File: src/rtl/cbc_pkg.sv
package cbc_pkg;
  // Register group selected by addr[14:13]; the order follows the address map
  typedef enum logic [1:0] {
    GRP_RAM_GATE = 2'd0,
    GRP_BANK_LO  = 2'd1,
    GRP_BANK_HI  = 2'd2,
    GRP_MODE     = 2'd3
  } grp_e;

  localparam logic [7:0] RAM_UNLOCK_KEY = 8'h0A;
endpackage

File: src/rtl/cbc_write_decode.sv
module cbc_write_decode
  import cbc_pkg::*;
#(
  parameter int LO_W = 5,
  parameter int HI_W = 2
) (
  input  logic            clk,
  input  logic            rst,
  input  logic            wr_en,
  input  logic [15:0]     addr,
  input  logic [7:0]      wdata,
  output logic [LO_W-1:0] lo_q,
  output logic [HI_W-1:0] hi_q,
  output logic            mode_q,
  output logic            gate_q
);
  localparam logic [LO_W-1:0] LO_RESET = LO_W'(1);

  grp_e grp;
  logic in_range;

  assign grp      = grp_e'(addr[14:13]);
  assign in_range = wr_en && !addr[15];

  always_ff @(posedge clk) begin
    if (rst) begin
      lo_q   <= LO_RESET;
      hi_q   <= '0;
      mode_q <= 1'b0;
      gate_q <= 1'b0;
    end else if (in_range) begin
      unique case (grp)
        GRP_RAM_GATE: gate_q <= (wdata == RAM_UNLOCK_KEY);
        GRP_BANK_LO:  lo_q   <= wdata[LO_W-1:0];
        GRP_BANK_HI:  hi_q   <= wdata[HI_W-1:0];
        GRP_MODE:     mode_q <= wdata[0];
        default: ;
      endcase
    end
  end
endmodule

File: src/rtl/cbc_bank_resolve.sv
module cbc_bank_resolve #(
  parameter int LO_W = 5,
  parameter int HI_W = 2
) (
  input  logic [LO_W-1:0]      lo,
  input  logic [HI_W-1:0]      hi,
  input  logic                 mode,
  input  logic [LO_W+HI_W:0]   count,
  output logic [LO_W+HI_W-1:0] fixed_bank,
  output logic [LO_W+HI_W-1:0] switch_bank,
  output logic [HI_W-1:0]      ram_bank
);
  localparam int BANK_W = LO_W + HI_W;
  localparam int CNT_W  = BANK_W + 1;

  logic [BANK_W-1:0] mask;
  logic [BANK_W-1:0] sw_masked;
  logic [BANK_W-1:0] fx_masked;

  // count is a power of two, so count-1 is the wrap mask
  assign mask      = BANK_W'(count - CNT_W'(1));
  assign sw_masked = {hi, lo} & mask;
  assign fx_masked = {hi, {LO_W{1'b0}}} & mask;

  always_comb begin
    switch_bank = (sw_masked == '0) ? BANK_W'(1) : sw_masked;
    fixed_bank  = mode ? fx_masked : '0;
    ram_bank    = mode ? hi : '0;
  end
endmodule

File: src/rtl/cart_bank_ctrl.sv
module cart_bank_ctrl #(
  parameter int LO_W = 5,
  parameter int HI_W = 2
) (
  input  logic                 clk,
  input  logic                 rst,
  input  logic                 wr_en,
  input  logic [15:0]          addr,
  input  logic [7:0]           wdata,
  input  logic [LO_W+HI_W:0]   rom_banks,
  output logic [LO_W+HI_W-1:0] bank_fixed,
  output logic [LO_W+HI_W-1:0] bank_switch,
  output logic                 ram_en,
  output logic [HI_W-1:0]      ram_bank
);
  localparam int BANK_W = LO_W + HI_W;

  logic [LO_W-1:0]   lo_q;
  logic [HI_W-1:0]   hi_q;
  logic              mode_q;
  logic              gate_q;
  logic [BANK_W-1:0] fx_c;
  logic [BANK_W-1:0] sw_c;
  logic [HI_W-1:0]   rb_c;

  cbc_write_decode #(.LO_W(LO_W), .HI_W(HI_W)) u_dec (
    .clk    (clk),
    .rst    (rst),
    .wr_en  (wr_en),
    .addr   (addr),
    .wdata  (wdata),
    .lo_q   (lo_q),
    .hi_q   (hi_q),
    .mode_q (mode_q),
    .gate_q (gate_q)
  );

  cbc_bank_resolve #(.LO_W(LO_W), .HI_W(HI_W)) u_res (
    .lo          (lo_q),
    .hi          (hi_q),
    .mode        (mode_q),
    .count       (rom_banks),
    .fixed_bank  (fx_c),
    .switch_bank (sw_c),
    .ram_bank    (rb_c)
  );

  // Registered output stage
  always_ff @(posedge clk) begin
    if (rst) begin
      bank_fixed  <= '0;
      bank_switch <= BANK_W'(1);
      ram_en      <= 1'b0;
      ram_bank    <= '0;
    end else begin
      bank_fixed  <= fx_c;
      bank_switch <= sw_c;
      ram_en      <= gate_q;
      ram_bank    <= rb_c;
    end
  end
endmodule

File: config.mk
export PLATFORM = sky130hd
export DESIGN_NAME = cart_bank_ctrl
export DESIGN_NICKNAME = d
export VERILOG_FILES = /design/src/rtl/cbc_pkg.sv /design/src/rtl/cbc_write_decode.sv /design/src/rtl/cbc_bank_resolve.sv /design/src/rtl/cart_bank_ctrl.sv
export SDC_FILE = /design/constraint.sdc
export NUM_CORES = 1
export LEC_CHECK = 0
export ABC_AREA = 1
export BUFFER_PORTS_ARGS = -buffer_cell sky130_fd_sc_hd__buf_4
export CAP_MARGIN = 15
export CORE_AREA = 2 2 51 48
export CTS_CLUSTER_SIZE = 28
export DETAILED_ROUTE_END_ITERATION = 16
export DIE_AREA = 0 0 53 50
export PLACE_DENSITY = 0.79
export SYNTH_ARGS = -nofsm -noshare
export SYNTH_HDL_FRONTEND = slang
export SYNTH_SLANG_ARGS = --single-unit
File: constraint.sdc
create_clock -name clk -period 3.22 [get_ports clk]
set_clock_uncertainty 0.15 [all_clocks]
set_input_delay 0.322 -clock clk [delete_from_list [all_inputs] [get_ports clk]]
set_output_delay 0.322 -clock clk [all_outputs]
set_load 0.01 [all_outputs]
==> impl_results.rst <==
.. list-table::
   :header-rows: 1

   * - Metric
     - Value
   * - Run status
     - completed
   * - Cell count after synthesis
     - 123
   * - Sequential area share after synthesis
     - 46.0%
   * - Final estimated routing congestion in global placement
     - 0.861
   * - Fill cell instance count of the final layout
     - 203
   * - Sink count of the clock tree
     - 21
   * - Number of resized instances in the post-cts repair step
     - 0
   * - Clock buffer count from CTS
     - 3
   * - Width of the die
     - 53 um
   * - Average wire per cell in the routed design
     - 9.74 um
   * - Multi-input gate area
     - 403 um2
   * - Post CTS Setup Buffer Count
     - 0
   * - Register clock-pin slew on the reported worst setup and hold paths
     - 0.11 ns
   * - Hold path cells
     - 2
   * - Type of destination of the critical path
     - flop
   * - Via count
     - 868
   * - Highest-count cells in the layout ignoring fill and taps
     - buf_4 (32), nor2_1 (26), dfxtp_1 (21)
   * - Cell-by-cell listing of the critical path
     - buf_4 > inv_1 > ha_1 > nand2_1 > nand2_1 > nor2_1 > nor2_2 > nand3_2 > o21bai_4 > nor2_1
   * - Number of setup violations in the final report
     - 0
   * - Count of final hold-check violations
     - 0
   * - Smallest hold slack
     - 0.0522 ns
   * - Top fanout value on the critical path
     - 6
   * - Number of buffer cells added on primary ports
     - 32
   * - Number of nets in the layout
     - 195
   * - Synthesized area per cell
     - 7.43 um2
   * - DP HPWL
     - 1550 um
   * - CTS H-tree depth
     - 1
   * - First-iteration detailed-routing DRC count
     - 11
   * - Combined flip-flop and latch cell area
     - 420 um2
   * - Sum of routed wire length over all layers
     - 1800 um
   * - Number of antenna violations at the first check in global routing
     - 0
   * - Diodes inserted
     - 0
   * - Largest vdd supply drop
     - 224 uV
   * - Slowest Stage Delay on Critical Path
     - 0.28 ns
   * - Congestion Overflow GR
     - 0
   * - TritonCTS clock tree
     - built
   * - Wire length of the first global-routing pass
     - 3060 um
   * - Overall die height
     - 50 um
   * - Setup repair after global routing missed its margin
     - false
   * - Final Slew Violations
     - 0
   * - Share of the core filled with cells in the final layout
     - 56.7%
   * - Final worst path period share
     - 46.1%
   * - First-pass detailed-route iteration total
     - 4
   * - Commonest non-fill, non-tap cell in the layout
     - buf_4
   * - Number of hold buffers added after cts
     - 0
   * - Worst reg-to-reg path cell count
     - 6
   * - Class of the worst hold path
     - in2reg
   * - Synthesis-stage register bit count
     - 21
   * - Type of the worst setup path
     - in2reg
   * - Fin crit period
     - 1.48 ns
   * - Pwr Density
     - 382 mW/mm2
   * - Die Footprint
     - 0.00265 mm2
   * - DRC
     - 0
   * - Maximum buffer depth of the clock tree
     - 2
   * - Area Overhead vs Synth
     - 30.4%
   * - Starting density of the core
     - 43.5%
   * - Cell Area, Synth
     - 913 um2
   * - CTS Root Cell
     - clkbuf_4
   * - Data required, critical path
     - 3.26 ns
   * - Fmax
     - 674 MHz
   * - Latest clock arrival within the worst-skew pair
     - 0.30 ns
   * - Site row count
     - 16
   * - Yosys Warn Count
     - 0
   * - Via density
     - 4.69
   * - Number of I/O pins
     - 52
   * - Fraction of final layout cells with drive strength greater than 1
     - 25.9%
   * - Number of nets still failing antenna checks after routing
     - 0
   * - Via count of the first global-routing pass
     - 812
   * - Static leakage
     - 0.573 nW
   * - Combined global-route utilization of all metal layers
     - 15.7%
   * - Number of distinct standard cells referenced by the synthesized netlist
     - 18
   * - Largest net degree at the start of global routing
     - 12
   * - Critical path data arrival time
     - 1.52 ns
   * - Kind of start point of the critical path
     - primary input
   * - Setup TNS
     - 0 ns
   * - Core footprint
     - 0.00210 mm2
   * - Slowest stage cell, crit path
     - ha_1
   * - Number of maximum-capacitance constraint violations
     - 0
-- through the flow --
stage | total power [mW] | worst slack, ns | cell area (um2) | std cells
after CTS | 0.462 | 1.74 | 1190 | 185
final | 0.455 | 1.74 | 1190 | 185
after detailed placement | 0.342 | 1.41 | 1160 | 181
after floorplan | 0.313 | 1.70 | 928 | 127
after global routing | 0.483 | 1.60 | 1190 | 185
after global placement | 0.340 | 1.46 | 1160 | 181
-- layer usage --
layer	GRT usage, %	vias up	part of all wire, %
met5	0	-	0
met1	15.9	380	39
met3	5.45	5	8.7
met2	29.2	36	50
li1	-	447	-
met4	5.13	0	1.6
-- cell type report --
class / count / area share, %
sequential: 21 / 35.3
multi-input combinational: 83 / 33.8
timing repair buffer: 32 / 20.2
inverter: 18 / 5.67
tap: 27 / 2.84
clock buffer: 4 / 2.21
-- critical path, delay by kind of cell --
kind	cells	cell delay (ns)
simple gates	6	0.45
fa+ha+maj	1	0.28
buf+inv	2	0.25
compound gates	1	0.22
-- power by group --
group	total (mW)	leakage, nW	internal, mW	switching (mW)
sequential	0.268	0.170	0.265	0.00246
combinational	0.0680	0.388	0.0319	0.0361
clock	0.119	0.0150	0.0483	0.0711
total	0.455	0.573	0.346	0.110
-- flip-flops by register name (all words and copies together), names as in the netlist --
| signal | count |
|---|---|
| bank_fixed | 2 |
| bank_switch | 7 |
| ram_bank | 2 |
| ram_en | 1 |
| u_dec.gate_q | 1 |
| u_dec.hi_q | 2 |
| u_dec.lo_q | 5 |
| u_dec.mode_q | 1 |
-- cell usage after synthesis --
| master | n | area share, % |
|---|---|---|
| nand2_1 | 16 | 6.6 |
| nor2_4 | 1 | 1.2 |
| nor3_1 | 1 | 0.55 |
| ha_1 | 1 | 1.4 |
| a31oi_1 | 1 | 0.69 |
| nand3_1 | 14 | 7.7 |
| dfxtp_1 | 21 | 46 |
| nor2_1 | 26 | 11 |
| nor2_2 | 2 | 1.4 |
| nand3_2 | 2 | 2.2 |
| o21ai_0 | 7 | 3.8 |
| a21oi_1 | 3 | 1.6 |
| a211oi_1 | 1 | 0.82 |
| conb_1 | 1 | 0.41 |
| o21bai_4 | 1 | 2.1 |
| inv_1 | 18 | 7.4 |
| buf_4 | 5 | 4.1 |
| nand4_1 | 2 | 1.4 |
-- worst paths after layout --
check	startpoint	end	slack, ns
worst max-delay path	rom_banks[0]	bank_switch[3]$_SDFF_PP0_	1.74
worst min-delay path	rst	ram_en$_SDFF_PP0_	0.05
worst max register to register	u_dec.lo_q[0]$_SDFFE_PP1P_	bank_switch[3]$_SDFF_PP0_	1.97
worst min register to register	u_dec.gate_q$_SDFFE_PP0P_	ram_en$_SDFF_PP0_	0.29
-- cells by family after synthesis --
group / after synthesis / synth area share (%)
flops: 21 / 46.0
buf+inv: 23 / 11.5
compound gates: 13 / 9.04
other cells: 1 / 0.411
simple gates: 64 / 31.6
fa+ha+maj: 1 / 1.37
Note: power is estimated with default switching activity, not from simulation.
